==> src/rtl/bank_mapper.sv <==
module bank_mapper #(
  parameter int AW = 16,
  parameter int PW = 18,
  parameter int SW = 11
) (
  input  logic          clk,
  input  logic          rst_n,
  input  logic          io_wr,
  input  logic [1:0]    io_addr,
  input  logic [7:0]    io_wdata,
  input  logic [AW-1:0] mem_addr,
  input  logic          mem_rd,
  input  logic          mem_wr,
  output logic [4:0]    sel,
  output logic [PW-1:0] phys_addr,
  output logic          we_ram,
  output logic          we_shared,
  output logic          miss,
  output logic [1:0]    cfg_en
);
  localparam int T_BOOT = 0, T_BASIC = 1, T_RAM = 2, T_SHR = 3, T_NONE = 4;

  logic [1:0] mode;
  logic [3:0] ma;
  logic [2:0] mo;

  always_ff @(posedge clk or negedge rst_n)
    if (!rst_n) begin
      mode <= '0; ma <= '0; mo <= '0; cfg_en <= '0;
    end else if (io_wr) begin
      case (io_addr)
        2'd1: mode <= io_wdata[1:0];
        2'd2: begin ma <= io_wdata[7:4]; mo <= io_wdata[2:0]; end
        2'd3: cfg_en <= io_wdata[7:6];
        default: ;
      endcase
    end

  wire [AW-1:0] a = mem_addr;
  wire upper = a[15:14] == 2'b11;
  int unsigned hit;
  logic [PW-1:0] pa;

  always_comb begin
    hit = T_NONE;
    pa  = '0;
    case (mode)
      2'd0, 2'd2: begin
        if (a[15:13] == 3'd0) begin
          hit = (mode == 2'd0) ? T_BOOT : T_BASIC;
          pa  = (mode == 2'd0) ? {5'd0, 1'b1, a[11:0]} : {5'd0, a[12:0]};
        end else if (a[15:13] == 3'd1) begin
          if (mode == 2'd0) begin
            hit = T_BASIC; pa = {2'd0, a};
          end else if (mo <= 3'd2) begin
            hit = T_BASIC; pa = {2'd0, mo + 3'd1, a[12:0]};
          end
        end else if (!upper) begin
          hit = T_RAM; pa = {2'd0, a};
        end else begin
          case (ma)
            4'h0: begin hit = T_RAM; pa = {2'd0, a}; end
            4'h1: begin hit = T_RAM; pa = {4'd0, a[13:0]}; end
            4'hF: begin hit = T_SHR; pa = {{(PW-SW){1'b0}}, a[SW-1:0]}; end
            4'hE: ;
            default: if (mode == 2'd2) begin hit = T_RAM; pa = {ma + 4'd2, a[13:0]}; end
          endcase
        end
      end
      2'd1: begin
        if (a[15:SW] == '1) begin hit = T_SHR; pa = {{(PW-SW){1'b0}}, a[SW-1:0]}; end
        else begin hit = T_RAM; pa = {2'd0, a}; end
      end
      default: ;
    endcase
  end

  wire acc  = mem_rd | mem_wr;
  wire drop = mem_wr && (hit == T_BOOT || hit == T_BASIC);
  wire none = !acc || hit == T_NONE || drop;

  assign miss      = acc && (hit == T_NONE || drop);
  assign sel       = none ? 5'b10000 : 5'(1 << hit);
  assign phys_addr = none ? '0 : pa;
  assign we_ram    = mem_wr && sel[T_RAM];
  assign we_shared = mem_wr && sel[T_SHR];

  assert_sel_onehot_R10: assert property (@(posedge clk) disable iff (!rst_n) $onehot(sel));
  assert_idle_quiet_R10: assert property (@(posedge clk) disable iff (!rst_n)
    !(mem_rd || mem_wr) |-> (sel[4] && !miss && phys_addr == '0));
  assert_rom_no_write_R8: assert property (@(posedge clk) disable iff (!rst_n)
    mem_wr |-> !(sel[0] || sel[1]));
  assert_miss_none_R8: assert property (@(posedge clk) disable iff (!rst_n)
    miss |-> (sel[4] && !we_ram && !we_shared));
  assert_mode3_dead_R9: assert property (@(posedge clk) disable iff (!rst_n)
    (mode == 2'd3 && (mem_rd || mem_wr)) |-> miss);
  assert_shared_span_R6: assert property (@(posedge clk) disable iff (!rst_n)
    sel[3] |-> phys_addr[PW-1:SW] == '0);
  assert_mode_load_R2: assert property (@(posedge clk) disable iff (!rst_n)
    (io_wr && io_addr == 2'd1) |=> mode == $past(io_wdata[1:0]));
  assert_strobe_excl_R10: assert property (@(posedge clk) disable iff (!rst_n) !(mem_rd && mem_wr));
endmodule

==> config.mk <==
export PLATFORM = sky130hd
export DESIGN_NAME = bank_mapper
export DESIGN_NICKNAME = d
export VERILOG_FILES = /design/src/rtl/bank_mapper.sv
export SDC_FILE = /design/constraint.sdc
export NUM_CORES = 1
export LEC_CHECK = 0
export ABC_AREA = 0
export BUFFER_PORTS_ARGS = -buffer_cell sky130_fd_sc_hd__buf_2
export CAP_MARGIN = 20
export CORE_ASPECT_RATIO = 0.75
export CORE_MARGIN = 2
export CORE_UTILIZATION = 40
export CTS_CLUSTER_SIZE = 12
export DETAILED_ROUTE_END_ITERATION = 12
export PLACE_DENSITY = 0.74
export SYNTH_ARGS = -nofsm -noshare
export SYNTH_HDL_FRONTEND = slang
export SYNTH_SLANG_ARGS = --single-unit
==> constraint.sdc <==
create_clock -name clk -period 2.9 [get_ports clk]
set_input_delay 0.58 -clock clk [delete_from_list [all_inputs] [get_ports clk]]
set_output_delay 0.58 -clock clk [all_outputs]
set_load 0.01 [all_outputs]
======== Word level (Yosys, flattened, before mapping) ========
Cells that the tools add are included.
operators by class
  $add $sub $neg .......................... 2
  $lt $le $gt $ge ......................... 1
  equality and inequality tests ........... 13
  shift-type cells ........................ 1
  multiplexer cells ....................... 22
  bitwise logic cells ..................... 1
  reductions and logical operators ........ 18
operator list
  operator                                                             number
  18-bit two-way mux                                                   5
  18-bit case mux with 4 select lines                                  1
  32-bit two-way mux                                                   2
  32-bit case mux with 2 select lines                                  1
  16-bit two-way mux                                                   3
  18-bit case mux with 2 select lines                                  1
  32-bit by 1-bit == test with 1-bit output (second input constant)    1
  32-bit by 3-bit == test with 1-bit output (second input constant)    1
  32-bit zero test                                                     1
  1-bit by 32-bit << shifter with 5-bit output (first input constant)  1
  13-bit two-way mux                                                   1
  3-bit two-way mux                                                    4
  3-bit case mux with 3 select lines                                   1
  2-bit == test (second input constant)                                4
  4-bit == test (second input constant)                                2
  2-bit AND reduction                                                  3
  5-bit == test (second input constant)                                1
  5-bit two-way mux                                                    1
  4-bit by 2-bit adder with 4-bit output (second input constant)       1
  2-bit by 1-bit == test with 1-bit output (second input constant)     2
  4-bit by 1-bit == test with 1-bit output (second input constant)     1
  1-bit logical AND                                                    4
  4-bit zero test                                                      1
  1-bit logical OR                                                     4
  9 further kinds                                                      11
word-level totals
  register bits after elaboration ......... 11
  input bits .............................. 31
  output and inout port bits .............. 28
  word-level logic and storage cells ...... 62

======== Longest topological paths before layout ========
Gate-level depths: netlist of run 1.
  depth after elaboration ................. 13
  gate-level depth with buffers ........... 8
  gate-level depth less buffers ........... 8

======== Worst setup path before layout of run 1 ========
Ideal clock, no wire load.
  path kind ............................... in2out
  start point ............................. in mem_addr[14]
  end point ............................... out sel[2]
  data arrival time ....................... 1827 ps
  setup slack ............................. 493 ps
  cell stages on the path ................. 5
  path through ............................ buf_2 > and2_1 > a32o_1 > o21ai_0 > nor3b_1
between the ends
  longest elaborated chain between the ends .. 10
  elaborated cells on any way between the ends .. 18
  those cells by class .................... 5 x eq/ne; 1 x shift; 6 x mux; 6 x reduce/logical
RTL lines
  element                                                                               RTL line  source
  start: declaration                                                                    11        input logic [AW-1:0] mem_addr,
  2-bit == test                                                                         40        wire upper = a[15:14] == 2'b11;
  3-bit two-way mux                                                                     58        end else if (!upper) begin
  32-bit two-way mux                                                                    52        end else if (a[15:13] == 3'd1) begin
  32-bit two-way mux                                                                    49        if (a[15:13] == 3'd0) begin
  32-bit case mux with 2 select lines (*)                                               47        case (mode)
  32-bit by 1-bit == test with 1-bit output / 32-bit zero test (equally long branches)  79        wire drop = mem_wr && (hit == T_BOOT || hit == T_BASIC);
  1-bit logical OR                                                                      79
  1-bit logical AND                                                                     79
  1-bit logical OR                                                                      80        wire none = !acc || hit == T_NONE || drop;
  5-bit two-way mux (*)                                                                 83        assign sel = none ? 5'b10000 : 5'(1 << hit);
  end: declaration                                                                      14        output logic [4:0] sel,
Mark *: on every way between the ends. The rest lies on a longest branch, timed or not.

======== Final worst setup path of run 1 ========
  start point ............................. reg mo[0]
  end point ............................... out sel[2]
between the ends
  longest elaborated chain between the ends .. 11
  elaborated cells on any way between the ends .. 15
  those cells by class .................... 1 x order compare; 2 x eq/ne; 1 x shift; 6 x mux; 5 x reduce/logical
RTL lines
  element                                                                               RTL line  source
  start: declaration                                                                    25        logic [2:0] mo;
  start signal: assignment                                                              33        2'd2: begin ma <= io_wdata[7:4]; mo <= io_wdata[2:0]; end
  3-bit by 2-bit less-or-equal comparator with 1-bit output (*)                         55        end else if (mo <= 3'd2) begin
  3-bit two-way mux (*)                                                                 55
  3-bit two-way mux (*)                                                                 53        if (mode == 2'd0) begin
  32-bit two-way mux (*)                                                                52
  32-bit two-way mux (*)                                                                49
  32-bit case mux with 2 select lines (*)                                               47
  32-bit by 1-bit == test with 1-bit output / 32-bit zero test (equally long branches)  79
  1-bit logical OR                                                                      79
  1-bit logical AND                                                                     79
  1-bit logical OR                                                                      80
  5-bit two-way mux (*)                                                                 83
Marks and branches as above.

==> impl_metrics.ini, run 1 <==
[floorplanning]
die_y_um = 48.18
row_count = 15
initial_core_util_pct = 43.67
die_w_um = 62.91
dieArea_mm2 = 0.003031
io_pins = 59
coreArea_mm2 = 0.002384

[clock_tree]
clock_latency_ns = 0.26
cts_htree_levels = 1
clockBufferDepth = 2
cts-root-buf = clkbuf_4
clk_pin_slew_ns = 0.07
cts_made_buffers = 3
cts_tree = yes
cts.sinks = 11

[synthesis]
yosysWarningCount = 0
synth_cells = 121
syn_avg_cell_area_um2 = 8.603
yosysUniqueCellTypes = 40
syn_nets = 155
yosys_register_bits = 11
synth_area_mm2 = 0.001041
yosysSeqAreaShare_pct = 26.44

[route]
ant_nets = 0
vias_per_cell = 5.415
wire_per_inst_um = 12.92
drcViolationCount = 0
drt-total-wl_um = 2738
vias = 1148
drt-initial-drc-count = 34
drtPass1Iterations = 4

[final_layout]
layout_common_cells = buf_2, and2_1, nor3_1
nets = 213
insertedDiodeCount = 0
drive_gt1_share_pct = 45.51
nFillCells = 221
final_common_cell = buf_2
syn_to_final_growth_pct = 32.21

[grt]
grt_pass1_wl_um = 4416
grt_max_degree = 15
grt_pass1_vias = 990
grt_antenna_before_repair = 0
groute.usage.overall_pct = 18.55
overflow = 0

[power_and_ir_drop]
power_leakage_nw = 0.6805
p_per_area_mw_per_mm2 = 481.6
irDropWorstVdd_mv = 0.3494

[sta]
skew_ns = 0
period_share_pct = 92.19
worst_slew_pin_slew_ns = 0.4278
hold_viol = 0
rsz0062_at_grt = false
finalCriticalPeriod_ns = 2.674
setup_viol = 0
max_slew_margin_pct = 71.21
slew_viol_final = 0
setup_tns_ns = 0
max_freq_mhz = 374.0
fin_ws_ns = 0.2265

[placement]
place_ws_ns = 0.3075
gp_congestion = 0.8604
dp_hpwl_um = 2301
io_buffers = 57

[setup_path]
critPathMaxFanout = 5
r2r-start = mode[0]
r2r_end = mode[0]
critPathCaptureType = output pin
critPathArrivalTime_ns = 2.09
critical_path_required_ns = 2.32
start_kind = flip-flop
reg2reg_slack_ns = 1.95
crit_type = reg -> out
rr_worst_depth = 1

[worst_hold_path]
hp-class = in -> async

[flow_run]
cap_violations = 0

[run_status]
status = complete, no violations
## state kept, by name, summed over array words and instances, names as in the netlist
signal  cells
mode        2
mo          3
cfg_en      2
ma          4
## cell families (layout without fill, tap and decap cells)
logic type / Yosys count / in the layout / share of synthesized area (%)
multiplexers: 12 / 12 / 12.86
buffers and inverters: 10 / 67 / 4.567
adder cells (fa/ha/maj): 3 / 3 / 3.606
flip-flops: 11 / 11 / 26.44
AO/OA/AOI/OAI: 22 / 22 / 17.43
XOR/XNOR: 1 / 1 / 0.8415
AND/OR/NAND/NOR: 62 / 62 / 34.26
## area by class of cell
type	instances	area [um^2]	share of cell area (%)
well taps	34	42.54	3.091
inverters	5	21.27	1.545
flip-flops and latches	11	275.3	20.00
multi-input cells	100	718.2	52.18
repair buffers	58	292.8	21.27
clock buffers	4	26.28	1.909
## Yosys cell counts
library cell	n	area [um^2]
o221ai_1	1	8.760
a21boi_0	1	7.510
nand2_1	10	37.54
nor2_1	6	22.52
inv_1	4	15.01
or3_1	1	6.260
nor4_1	1	6.260
nor2b_1	2	12.51
a311o_1	1	10.01
ha_1	3	37.54
and2_1	13	81.33
and3_4	2	22.52
a32oi_1	1	8.760
buf_2	3	15.01
o221a_2	1	11.26
nor4_4	1	21.27
nand4_1	2	12.51
o21ai_0	5	25.02
dfrtp_1	11	275.3
buf_4	1	7.510
o32a_1	1	10.01
xnor2_1	1	8.760
nand3_1	4	20.02
a311oi_1	1	8.760
and3_1	3	18.77
nor3b_1	1	7.510
nor3_1	12	60.06
a31oi_1	1	6.260
a32o_1	1	10.01
o21bai_4	1	18.77
o21a_1	1	7.510
a22oi_4	1	21.27
clkbuf_1	1	3.750
mux2i_1	1	10.01
inv_4	1	6.260
nand3b_1	2	15.01
or2_2	2	12.51
mux2_2	11	123.9
a21oi_1	4	20.02
o211ai_1	1	7.510
## worst max-delay path, stage by stage (launching register included)
cell and delay (ns):
dfrtp_1 0.41, inv_1 0.06, ha_1 0.18, nor2b_1 0.22, o21bai_4 0.11, a32o_1 0.21
o21ai_1 0.27, nor3b_1 0.22, buf_2 0.17
## metal layers
metal	part of all wire (%)	GRT usage (%)	up-vias
li1	-	-	564
met1	40	22.95	525
met5	0	0	-
met2	50	34.47	57
met3	9.5	5.081	2
met4	0.47	2.667	0
## worst max-delay path by stage
stage	startpoint	to	slack, ns	cells past startpoint
finish	mo[0]	sel[2]	0.23	8
global route	mo[0]	sel[2]	0.07	8
CTS	mo[0]	sel[2]	0.09	8
detailed placement	mem_addr[14]	sel[2]	0.31	6
global placement	mem_addr[14]	sel[2]	0.37	6
floorplan	mem_addr[14]	sel[2]	0.49	5
## where the power goes
| part | switching (mW) | leakage [nW] | internal (mW) | total (mW) |
|---|---|---|---|---|
| sequential | 0.0418 | 0.130 | 0.182 | 0.224 |
| clock | 0.0456 | 0.0150 | 0.0531 | 0.0987 |
| combinational | 0.180 | 0.535 | 0.160 | 0.340 |
| total | 0.268 | 0.680 | 0.395 | 0.663 |
## per-stage QoR
stage | total power [mW] | cells | util, % | hold WS, ns | area [um^2]
after CTS | 0.6664 | 212 | 57.74 | 0.1779 | 1376
after global routing | 0.7187 | 212 | 57.74 | 0.1863 | 1376
after detailed placement | 0.5671 | 208 | 56.64 | 0.4587 | 1350
after global placement | 0.5526 | 208 | 56.64 | 0.4538 | 1350
final | 0.6628 | 212 | 57.74 | 0.1737 | 1376
after floorplan | 0.4536 | 121 | - | 0.2844 | 1041
## what timing repair did
action | in CTS | in global routing
gates resized for setup | 0 | 1
buffers inserted | 0 | 0
endpoints found under the setup margin | 0 | 2
hold buffers | 0 | 0
No activity file was read; power rests on OpenSTA's default activity.
==> run 2: changes to the inputs <==
--- a/config.mk
+++ b/config.mk
@@ -6,7 +6,7 @@
 export NUM_CORES = 1
 export LEC_CHECK = 0
 export ABC_AREA = 0
-export BUFFER_PORTS_ARGS = -buffer_cell sky130_fd_sc_hd__buf_2
+export BUFFER_PORTS_ARGS = -buffer_cell sky130_fd_sc_hd__buf_4
 export CAP_MARGIN = 20
 export CORE_ASPECT_RATIO = 0.75
 export CORE_MARGIN = 2
==> impl_metrics.ini, run 2 (synthesis gave the netlist of run 1 again) <==
[final_layout]
drive_gt1_share_pct = 46.07
final_util_pct = 63.88
insertedDiodeCount = 0
nFillCells = 205
seq_area_um2 = 275.3
final_common_cell = buf_4
nets = 213
layout_common_cells = buf_4, and2_1, nor3_1
final_cells = 212
multi_input_area_um2 = 721.9
syn_to_final_growth_pct = 46.27
regMostFlops = ma
largestRegisters = ma (4), mo (3)
largest_reg_flops = 4

[route]
drt-initial-drc-count = 36
drt-total-wl_um = 3262
drtPass1Iterations = 4
ant_nets = 0
vias = 1178
wire_per_inst_um = 15.39
vias_per_cell = 5.557
drcViolationCount = 0

[sta]
rsz0062_at_grt = false
setup_viol = 0
slew_viol_final = 0
fin_ws_ns = 0.1782
max_freq_mhz = 367.4
setup_tns_ns = 0
skew_ns = 0
max_slew_margin_pct = 70.13
finalCriticalPeriod_ns = 2.722
hold_viol = 0
worst_slew_pin_slew_ns = 0.4439
period_share_pct = 93.86

[power_and_ir_drop]
p_per_area_mw_per_mm2 = 475.8
power_leakage_nw = 0.7147
power_uw = 724.5
irDropWorstVdd_mv = 0.3177

[placement]
dp_hpwl_um = 2661
gp_congestion = 0.8605
placedCellCount = 208
place_ws_ns = 0.2182
io_buffers = 57

[floorplanning]
io_pins = 59
die_y_um = 48.18
initial_core_util_pct = 43.67
die_w_um = 62.91
coreArea_mm2 = 0.002384
row_count = 15
dieArea_mm2 = 0.003031

[grt]
overflow = 0
grt_max_degree = 15
grt_antenna_before_repair = 0
grt_pass1_vias = 1106
grt_pass1_wl_um = 5188
groute.usage.overall_pct = 22.35

[setup_path]
critical_path_required_ns = 2.32
critPathMaxFanout = 5
rr_worst_depth = 1
r2r-start = mode[0]
critPathCaptureType = output pin
r2r_end = mode[0]
start_kind = flip-flop
critPathArrivalTime_ns = 2.14
crit_type = reg -> out
reg2reg_slack_ns = 1.93

[clock_tree]
clk_pin_slew_ns = 0.07
cts_tree = yes
clockBufferDepth = 2
cts_htree_levels = 1
clock_latency_ns = 0.27
cts-root-buf = clkbuf_4
cts.sinks = 11
cts_made_buffers = 3
cts_hold_buffers = 0

[flow_run]
cap_violations = 0

[worst_hold_path]
hp-class = in -> async

[run_status]
status = complete, no violations
-- run 2: how the worst max path moves through the flow --
stage	cells after the start	end	from
finish	8	sel[2]	mo[0]
detailed placement	6	sel[2]	mem_addr[14]
global route	7	phys_addr[17]	ma[1]
floorplan	5	sel[2]	mem_addr[14]
CTS	8	sel[2]	mo[0]
global placement	6	sel[2]	mem_addr[14]
-- run 2: critical path: stages, from the launching register on --
cell      delay (ns)
dfrtp_1         0.41
inv_1           0.06
ha_1            0.19
nor2b_1         0.22
o21bai_4        0.11
a32o_1          0.22
o21ai_2         0.21
nor3b_1         0.28
buf_4           0.18
-- run 2: repair_timing --
item                                    4_1_cts  5_1_grt
gates cloned                                  0        0
buffers inserted                              0        0
gates resized for setup                       1        1
endpoints found under the setup margin        1        1
endpoints found under the hold margin         0        0
-- run 2: metal layers --
metal / GRT usage [%] / routed length [um]
met5: 0 / 0
met4: 4.889 / 26
met2: 40.85 / 1660
met3: 6.467 / 309
met1: 27.38 / 1265
-- run 2: layout make-up --
type / instances / share of cell area (%)
clock buffers: 4 / 1.726
repair buffers: 58 / 28.59
inverters: 5 / 1.397
flip-flops and latches: 11 / 18.08
multi-input cells: 100 / 47.41
well taps: 34 / 2.794
-- run 2: report_power, final --
group	total, mW	switching (mW)	internal (mW)
sequential	0.228	0.0457	0.182
clock	0.105	0.0515	0.0532
combinational	0.392	0.193	0.199
total	0.725	0.290	0.435
-- run 2: stage by stage --
| step | hold WS, ns | instance area, um^2 |
|---|---|---|
| after floorplan | 0.2844 | 1041 |
| after global placement | 0.4158 | 1493 |
| after detailed placement | 0.4244 | 1493 |
| after CTS | 0.1309 | 1519 |
| after global routing | 0.1260 | 1523 |
| final | 0.1335 | 1523 |
==> run 3: changes to the inputs <==
--- a/config.mk
+++ b/config.mk
@@ -11,6 +11,7 @@
 export CORE_ASPECT_RATIO = 0.75
 export CORE_MARGIN = 2
 export CORE_UTILIZATION = 40
+export CTS_BUF_LIST = sky130_fd_sc_hd__clkbuf_4 sky130_fd_sc_hd__clkbuf_8
 export CTS_CLUSTER_SIZE = 12
 export DETAILED_ROUTE_END_ITERATION = 12
 export PLACE_DENSITY = 0.74
==> impl_metrics.ini, run 3 (synthesis gave the netlist of run 1 again) <==
[placement]
gp_congestion = 0.8605
io_buffers = 57
placedCellCount = 208
dp_hpwl_um = 2661

[clock_tree]
clockBufferDepth = 2
cts-root-buf = clkbuf_4
clk_pin_slew_ns = 0.07
postCtsSetupBuffers = 0
cts_made_buffers = 3
cts.sinks = 11
cts_htree_levels = 1
clock_latency_ns = 0.27
cts_tree = yes
cts_hold_buffers = 0

[setup_path]
critical_path_required_ns = 2.32
critPathArrivalTime_ns = 2.14
critPathCaptureType = output pin
r2r-start = mode[0]
rr_worst_depth = 1
critPathMaxFanout = 5
start_kind = flip-flop
setup.worst_path.start = mo[0]
crit_type = reg -> out

[sta]
skew_ns = 0
hold_viol = 0
period_share_pct = 93.90
worst_slew_pin_slew_ns = 0.4581
setup_tns_ns = 0
setup_viol = 0
finalCriticalPeriod_ns = 2.723
max_freq_mhz = 367.2
slew_viol_final = 0
rsz0062_at_grt = false
max_slew_margin_pct = 69.18

[grt]
grt_pass1_wl_um = 5230
grt_max_degree = 15
grt_antenna_before_repair = 0
groute.usage.overall_pct = 22.51
overflow = 0
grt_pass1_vias = 1109

[worst_hold_path]
hp-class = in -> async

[floorplanning]
initial_core_util_pct = 43.67
die_w_um = 62.91
die_y_um = 48.18
io_pins = 59
coreArea_mm2 = 0.002384
dieArea_mm2 = 0.003031
row_count = 15

[power_and_ir_drop]
seqPwrFrac_pct = 31.0
irDropWorstVdd_mv = 0.3207
clockPowerShare_pct = 15.6
p_switching_uw = 290.0
power_leakage_nw = 0.7181
internal-power_uw = 444.3
switching_share_pct = 39.50
p_per_area_mw_per_mm2 = 481.1
combPwrFrac_pct = 53.4

[route]
ant_nets = 0
drt-total-wl_um = 3254
drt-initial-drc-count = 25
vias = 1167
vias_per_cell = 5.505
drcViolationCount = 0
wire_per_inst_um = 15.35
drtPass1Iterations = 4

[flow_run]
cap_violations = 0

[final_layout]
final_util_pct = 64.04
nFillCells = 203
final_cells = 212
layout_common_cells = buf_4, and2_1, nor3_1
drive_gt1_share_pct = 46.63
largest_reg_flops = 4
final_common_cell = buf_4
nets = 213
syn_to_final_growth_pct = 46.63
regMostFlops = ma
insertedDiodeCount = 0
largestRegisters = ma (4), mo (3)

[run_status]
status = complete, no violations
-- run 3: area by class of cell --
class | count | area (um^2) | share of cell area (%)
Inverter | 5 | 21.27 | 1.393
Timing Repair Buffer | 58 | 435.4 | 28.52
Tap cell | 34 | 42.54 | 2.787
Clock buffer | 4 | 30.03 | 1.967
Multi-Input combinational cell | 100 | 721.9 | 47.30
Sequential cell | 11 | 275.3 | 18.03
-- run 3: what timing repair did --
action | CTS | global route
endpoints found under the hold margin | 0 | 0
pin swaps | 0 | 0
cloned | 0 | 0
resized for setup | 1 | 1
endpoints found under the setup margin | 1 | 1
-- run 3: power groups by stage --
stage	clock [mW]	sequential (mW)	combinational (mW)
after detailed placement	0	0.229	0.388
after floorplan	0	0.213	0.240
after global placement	0	0.225	0.372
after CTS	0.118	0.226	0.390
after global routing	0.127	0.233	0.428
final	0.114	0.228	0.392
-- run 3: final timing paths --
kind                              to  slack [ns]
max                           sel[2]        0.18
min reg2reg                cfg_en[0]        0.53
max reg2reg                  mode[0]        1.93
min in group clk           cfg_en[0]        0.53
max in group asynchronous    mode[0]        2.62
min                            ma[0]        0.13
-- run 3: critical path, stage by stage (launching register included) --
cell	delay [ns]
dfrtp_1	0.41
inv_1	0.06
ha_1	0.19
nor2b_1	0.22
o21bai_4	0.11
a32o_1	0.22
o21ai_2	0.22
nor3b_1	0.27
buf_4	0.17
-- run 3: stage by stage --
step           hold WS (ns)  setup WS [ns]  total power [mW]  cell area [um^2]
3_5_place_dp         0.4244         0.2182            0.6171              1493
4_1_cts              0.1309        0.09382            0.7342              1523
2_1_floorplan        0.2844         0.4930            0.4536              1041
3_3_place_gp         0.4158         0.3666            0.5970              1493
6_report             0.1333         0.1768            0.7343              1526
5_1_grt              0.1260        0.01114            0.7876              1526
-- run 3: layer usage --
| metal | global-route usage (%) | wire (um) |
|---|---|---|
| met1 | 27.38 | 1290 |
| met2 | 41.49 | 1671 |
| met3 | 6.467 | 265 |
| met4 | 4.889 | 27 |
| met5 | 0 | 0 |
